--- config.mk ---
export PLATFORM = sky130hd
export DESIGN_NAME = seqcmd_detect
export DESIGN_NICKNAME = d
export VERILOG_FILES = /design/src/rtl/seqcmd_pkg.sv /design/src/rtl/seqcmd_edge_sync.sv /design/src/rtl/seqcmd_tracker.sv /design/src/rtl/seqcmd_detect.sv
export SDC_FILE = /design/constraint.sdc
export NUM_CORES = 1
export LEC_CHECK = 0
export ABC_AREA = 1
export BUFFER_PORTS_ARGS = -buffer_cell sky130_fd_sc_hd__buf_2
export CORE_MARGIN = 2
export CORE_UTILIZATION = 48
export DETAILED_ROUTE_END_ITERATION = 6
export PLACE_DENSITY = 0.74
export SYNTH_ARGS = -nofsm -noshare
export SYNTH_HDL_FRONTEND = slang
export SYNTH_SLANG_ARGS = --single-unit
--- constraint.sdc ---
create_clock -name clk -period 1.5 [get_ports clk]
set_clock_uncertainty 0.1 [all_clocks]
set_input_delay 0.075 -clock clk [delete_from_list [all_inputs] [get_ports clk]]
set_output_delay 0.075 -clock clk [all_outputs]
set_load 0.005 [all_outputs]
--- src/rtl/seqcmd_pkg.sv ---
package seqcmd_pkg;

    localparam int ADDR_W  = 13;
    localparam int SEQ_LEN = 6;
    localparam int STEP_W  = $clog2(SEQ_LEN + 1);

    typedef logic [ADDR_W-1:0] addr_t;
    typedef logic [STEP_W-1:0] step_t;

    localparam addr_t START_KEY   = 13'h0000;
    localparam addr_t SAVE_KEY    = 13'h0F0F;
    localparam addr_t RESTORE_KEY = 13'h0F0E;
    localparam step_t LAST_PREFIX = step_t'(SEQ_LEN - 1);
    localparam step_t DONE_STEP   = step_t'(SEQ_LEN);

    typedef enum logic [1:0] {
        CMD_NONE,
        CMD_SAVE,
        CMD_RESTORE
    } cmd_e;

    typedef struct packed {
        logic  rd_edge;
        logic  wr_hit;
        addr_t addr;
    } bus_evt_t;

    function automatic addr_t prefix_addr(step_t idx);
        case (idx)
            3'd0:    return START_KEY;
            3'd1:    return 13'h1555;
            3'd2:    return 13'h0AAA;
            3'd3:    return 13'h1FFF;
            3'd4:    return 13'h10F0;
            default: return START_KEY;
        endcase
    endfunction

    function automatic cmd_e decode_final(addr_t a);
        if (a == SAVE_KEY)    return CMD_SAVE;
        if (a == RESTORE_KEY) return CMD_RESTORE;
        return CMD_NONE;
    endfunction

endpackage

--- src/rtl/seqcmd_edge_sync.sv ---
module seqcmd_edge_sync #(
    parameter int NSIG   = 2,
    parameter int STAGES = 2
) (
    input  logic            clk,
    input  logic            rst,
    input  logic [NSIG-1:0] raw,
    output logic [NSIG-1:0] lvl,
    output logic [NSIG-1:0] fall
);

    for (genvar i = 0; i < NSIG; i++) begin : g_bit
        logic [STAGES-1:0] sh;
        logic              prev;

        always_ff @(posedge clk) begin
            if (rst) begin
                sh   <= '1;
                prev <= 1'b1;
            end else begin
                sh   <= {sh[STAGES-2:0], raw[i]};
                prev <= sh[STAGES-1];
            end
        end

        assign lvl[i]  = sh[STAGES-1];
        assign fall[i] = prev & ~sh[STAGES-1];

        // a detected edge lasts exactly one clock
        assert_edge_single_R2: assert property (@(posedge clk) disable iff (rst)
            fall[i] |=> !fall[i]);
    end

endmodule

--- src/rtl/seqcmd_tracker.sv ---
module seqcmd_tracker
    import seqcmd_pkg::*;
(
    input  logic     clk,
    input  logic     rst,
    input  logic     busy,
    input  logic     low_supply,
    input  bus_evt_t evt,
    output step_t    step,
    output logic     save_req,
    output logic     restore_req
);

    step_t step_q, step_d, cur;
    cmd_e  cmd_q, cmd_d;

    always_comb begin
        cur    = (step_q == DONE_STEP) ? '0 : step_q;
        step_d = cur;
        cmd_d  = CMD_NONE;
        if (busy) begin
            step_d = '0;
        end else if (evt.wr_hit) begin
            step_d = '0;
        end else if (evt.rd_edge) begin
            if (cur == LAST_PREFIX && decode_final(evt.addr) != CMD_NONE) begin
                if (decode_final(evt.addr) == CMD_SAVE && low_supply) begin
                    step_d = '0;
                end else begin
                    cmd_d  = decode_final(evt.addr);
                    step_d = DONE_STEP;
                end
            end else if (cur != LAST_PREFIX && evt.addr == prefix_addr(cur)) begin
                step_d = cur + 1'b1;
            end else if (evt.addr == START_KEY) begin
                step_d = step_t'(1);
            end else begin
                step_d = '0;
            end
        end
    end

    always_ff @(posedge clk) begin
        if (rst) begin
            step_q <= '0;
            cmd_q  <= CMD_NONE;
        end else begin
            step_q <= step_d;
            cmd_q  <= cmd_d;
        end
    end

    assign step        = step_q;
    assign save_req    = (cmd_q == CMD_SAVE);
    assign restore_req = (cmd_q == CMD_RESTORE);

    assert_req_exclusive_R3: assert property (@(posedge clk) disable iff (rst)
        $onehot0({save_req, restore_req}));

    assert_save_pulse_R3: assert property (@(posedge clk) disable iff (rst)
        save_req |=> !save_req);

    assert_restore_pulse_R4: assert property (@(posedge clk) disable iff (rst)
        restore_req |=> !restore_req);

    assert_step_climb_R2: assert property (@(posedge clk) disable iff (rst)
        (step_q > $past(step_q)) |-> (step_q == $past(step_q) + 1'b1));

    assert_save_inhibit_R8: assert property (@(posedge clk) disable iff (rst)
        low_supply |=> !save_req);

    assert_busy_clear_R9: assert property (@(posedge clk) disable iff (rst)
        busy |=> (step_q == '0 && !save_req && !restore_req));

    assert_write_abort_R6: assert property (@(posedge clk) disable iff (rst)
        (evt.wr_hit && !busy) |=> (step_q == '0));

endmodule

--- src/rtl/seqcmd_detect.sv ---
module seqcmd_detect
    import seqcmd_pkg::*;
#(
    parameter int SYNC_STAGES = 2
) (
    input  logic              clk,
    input  logic              rst,
    input  logic [ADDR_W-1:0] bus_addr,
    input  logic              cs_n,
    input  logic              wr_n,
    input  logic              busy,
    input  logic              low_supply,
    output logic              save_req,
    output logic              restore_req,
    output logic [STEP_W-1:0] step_idx
);

    localparam int CS_BIT = 0;
    localparam int WR_BIT = 1;

    logic [1:0] ctl_lvl, ctl_fall;
    bus_evt_t   evt;

    seqcmd_edge_sync #(.NSIG(2), .STAGES(SYNC_STAGES)) u_sync (
        .clk  (clk),
        .rst  (rst),
        .raw  ({wr_n, cs_n}),
        .lvl  (ctl_lvl),
        .fall (ctl_fall)
    );

    always_comb begin
        evt.addr    = bus_addr;
        evt.rd_edge = ctl_fall[CS_BIT] & ctl_lvl[WR_BIT];
        evt.wr_hit  = (ctl_fall[CS_BIT] & ~ctl_lvl[WR_BIT])
                    | (ctl_fall[WR_BIT] & ~ctl_lvl[CS_BIT]);
    end

    seqcmd_tracker u_trk (
        .clk         (clk),
        .rst         (rst),
        .busy        (busy),
        .low_supply  (low_supply),
        .evt         (evt),
        .step        (step_idx),
        .save_req    (save_req),
        .restore_req (restore_req)
    );

    // without a chip-select edge the progress cannot move
    assert_idle_hold_R10: assert property (@(posedge clk) disable iff (rst)
        (!ctl_fall[CS_BIT] && !ctl_fall[WR_BIT] && !busy && step_idx != 3'd6)
        |=> $stable(step_idx));

endmodule

==> impl_metrics.ini <==
[global_routing]
grt_antenna_before_repair = 0
grt_first_pass_wirelength_mm = 3.201
groute.usage.overall_pct = 22.72
grt_max_degree = 8
grt_pass1_vias = 806
grt.overflow.total = 0

[cts]
cts-buffers-inserted = 3
cts.sinks = 11
cts_tree = yes
clk_path_buf_depth = 2
cts_root_buffer = clkbuf_4
clkLatencyLatePin_ns = 0.27
clkTransAtPathRegs_ns = 0.07
htree_levels = 1
cts_setup_buffers = 0

[sta]
setup_ws_ns = 0.09182
period_share_pct = 93.88
max-slew-margin-rel_pct = 78.22
tightest_slew_ns = 0.3242
period_minus_slack_ns = 1.408
setup_violations = 0
hold_viol = 0
tns_ns = 0
fmax_mhz = 710.1
maxSlewViolCount = 0

[power_and_ir_drop]
intPower_mw = 0.4543
p_sw_mw = 0.1641
power_density_nw_per_um2 = 605.7
p_clk_share_pct = 32.3
p_comb_share_pct = 18.8
swShare_pct = 26.54
power.leakage_nw = 0.5014
vdd_ir_drop_max_mv = 0.6591
seq_power_share_pct = 48.9

[floorplanning]
core_region_area_sq_um = 1471
start_util_pct = 49.91
fp.dieH_um = 43.12
row_count = 14
die_w_um = 43.12
dieArea_sq_um = 1859
io_pins = 24

[setup_path]
startpoint = u_trk.step[1]$_SDFF_PP0_
reg2reg_to = u_trk.step[2]$_SDFF_PP0_
reg2reg_setup_slack_ns = 0.09
cp-start-kind = flop
cp_max_fo = 4
reg2regPathDepth = 8
path_class = flop to flop
reg2reg_from = u_trk.step[1]$_SDFF_PP0_
critPathRequiredTime_ns = 1.55
end_kind = flop
worstPathArrival_ns = 1.46

[run]
drv_cap = 0

[synthesis]
post_synth.cell_area_avg_sq_um = 6.020
synth-seq-area-share_pct = 29.98
ys_ff_latch = 11
yosys_warnings = 0
synth_area_sq_um = 734.5
synth_fp_nets = 141
syn_inst = 122
netlist_top_cells_area = dfxtp_1, nand2_1, nor2_1
synth_top_area_share_pct = 29.98
yosys.area.top_type = dfxtp_1
synth_cell_types = 21

[placed_design]
place_area_sq_um = 884.6
dp_slack_ns = 0.07637
placedCellCount = 163
dp_hpwl_mm = 1.363
port-buffer-count = 23
gp_congestion = 0.8859

[routing]
ant_nets = 0
wl_per_cell_um = 11.16
met1_length_um = 853
dr.pass1.iters = 5
wirelength_mm = 1.919
via_per_inst = 5.157
dr_total_vias = 887
wl_met2_um = 907
highest_layer = met3
drtIter0Drc = 24
drc = 0
wl_met3_um = 158

[layout]
fill_cells = 140
fin_cells = 172
antenna_cells = 0
fin_nets = 176
design_area_sq_um = 1021
register_area_sq_um = 229.0
area_delta_synth_final_pct = 39.01
multiInputGateArea_sq_um = 496.7
drive_gt1_share_pct = 34.62

[min_path]
min_path_cells = 4
min-delay-path-class = primary input to flop
worstHoldEndpoint = u_trk.step[0]$_SDFF_PP0_
hold_start = rst

[status]
status = complete, no violations
[worst max-delay path: stages, from the launching register on]
cell	delay (ns)
dfxtp_4	0.38
inv_4	0.05
nor2_4	0.14
nand2_2	0.10
a21boi_2	0.19
nor2_4	0.05
nand2_2	0.08
nor2_2	0.04
o21a_1	0.17
[synthesized netlist by cell type]
library cell	instances
a21boi_1	1
a21oi_1	1
a21oi_2	1
a31oi_1	2
dfxtp_1	11
inv_1	16
inv_2	1
nand2_1	36
nand2_2	1
nand3_1	9
nand3b_1	2
nand4_1	2
nor2_1	19
nor2_2	2
nor3_1	5
nor3_4	1
o211ai_1	2
o21a_1	2
o21ai_0	2
or2_1	2
or2_2	4
[power by group through the flow]
stage | logic, mW | registers [mW] | clock network, mW
4_1_cts | 0.107 | 0.304 | 0.205
5_1_grt | 0.132 | 0.304 | 0.222
6_report | 0.116 | 0.302 | 0.200
2_1_floorplan | 0.0499 | 0.310 | 0
3_3_place_gp | 0.0922 | 0.310 | 0
3_5_place_dp | 0.0943 | 0.311 | 0
[per-stage QoR]
step / util, % / power, mW / hold slack (ns)
global route: 69.39 / 0.6573 / 0.03979
global placement: 60.12 / 0.4025 / 0.1560
CTS: 65.99 / 0.6158 / 0.03529
floorplan: - / 0.3600 / 0.07863
detailed placement: 60.12 / 0.4049 / 0.1595
finish: 69.39 / 0.6184 / 0.01414
[cell type report]
cell class	instances	area share [%]
Timing Repair Buffer	30	17.65
Clock buffer	4	2.574
Tap cell	16	1.961
Sequential cell	11	22.43
Multi-Input combinational cell	94	48.65
Inverter	17	6.740
[cells in the final DEF (no fill, tap or decap), types with 2 or more instances in the layout]
| master | n |
|---|---|
| nand2_1 | 29 |
| buf_2 | 23 |
| nor2_1 | 17 |
| inv_1 | 14 |
| nand3_1 | 8 |
| dfxtp_1 | 8 |
| nand2_2 | 7 |
| nor3_1 | 5 |
| dlygate4sd3_1 | 5 |
| or2_2 | 4 |
| clkbuf_4 | 3 |
| inv_4 | 2 |
| nor2_4 | 2 |
| or2_1 | 2 |
| o21ai_0 | 2 |
| nand3b_1 | 2 |
| nor2_2 | 2 |
| o211ai_1 | 2 |
| a31oi_1 | 2 |
| o21a_1 | 2 |
| nand4_1 | 2 |
| buf_4 | 2 |
| dfxtp_4 | 2 |
[worst max-delay path by stage]
stage                                           to  slack (ns)
after floorplan           u_trk.step[2]$_SDFF_PP0_        0.19
after global placement    u_trk.step[2]$_SDFF_PP0_        0.07
after detailed placement  u_trk.step[2]$_SDFF_PP0_        0.08
after CTS                 u_trk.step[2]$_SDFF_PP0_        0.04
after global routing      u_trk.step[0]$_SDFF_PP0_       -0.01
final                     u_trk.step[2]$_SDFF_PP0_        0.09
[routing by layer]
| metal | up-vias | track usage [%] |
|---|---|---|
| li1 | 456 | - |
| met1 | 395 | 28.65 |
| met2 | 36 | 38.51 |
| met3 | 0 | 6.809 |
| met4 | 0 | 3.636 |
| met5 | - | 0 |
[kinds of logic after synthesis]
logic type / after synthesis / share of synthesized area [%]
compound gates: 11 / 10.05
buf+inv: 17 / 8.688
simple gates: 83 / 51.28
flops: 11 / 29.98
[repair_timing]
item | 4_1_cts | 5_1_grt
gates resized for setup | 0 | 23
hold buffers | 6 | 1
endpoints found under the setup margin | 0 | 5
endpoints found under the hold margin | 7 | 2
[state kept, by name, indices dropped and copies added, names as in the netlist]
name               count
u_trk.cmd_q            2
u_sync.g_bit.prev      2
u_trk.step             3
u_sync.g_bit.sh        4
No activity file was read; power rests on OpenSTA's default activity.
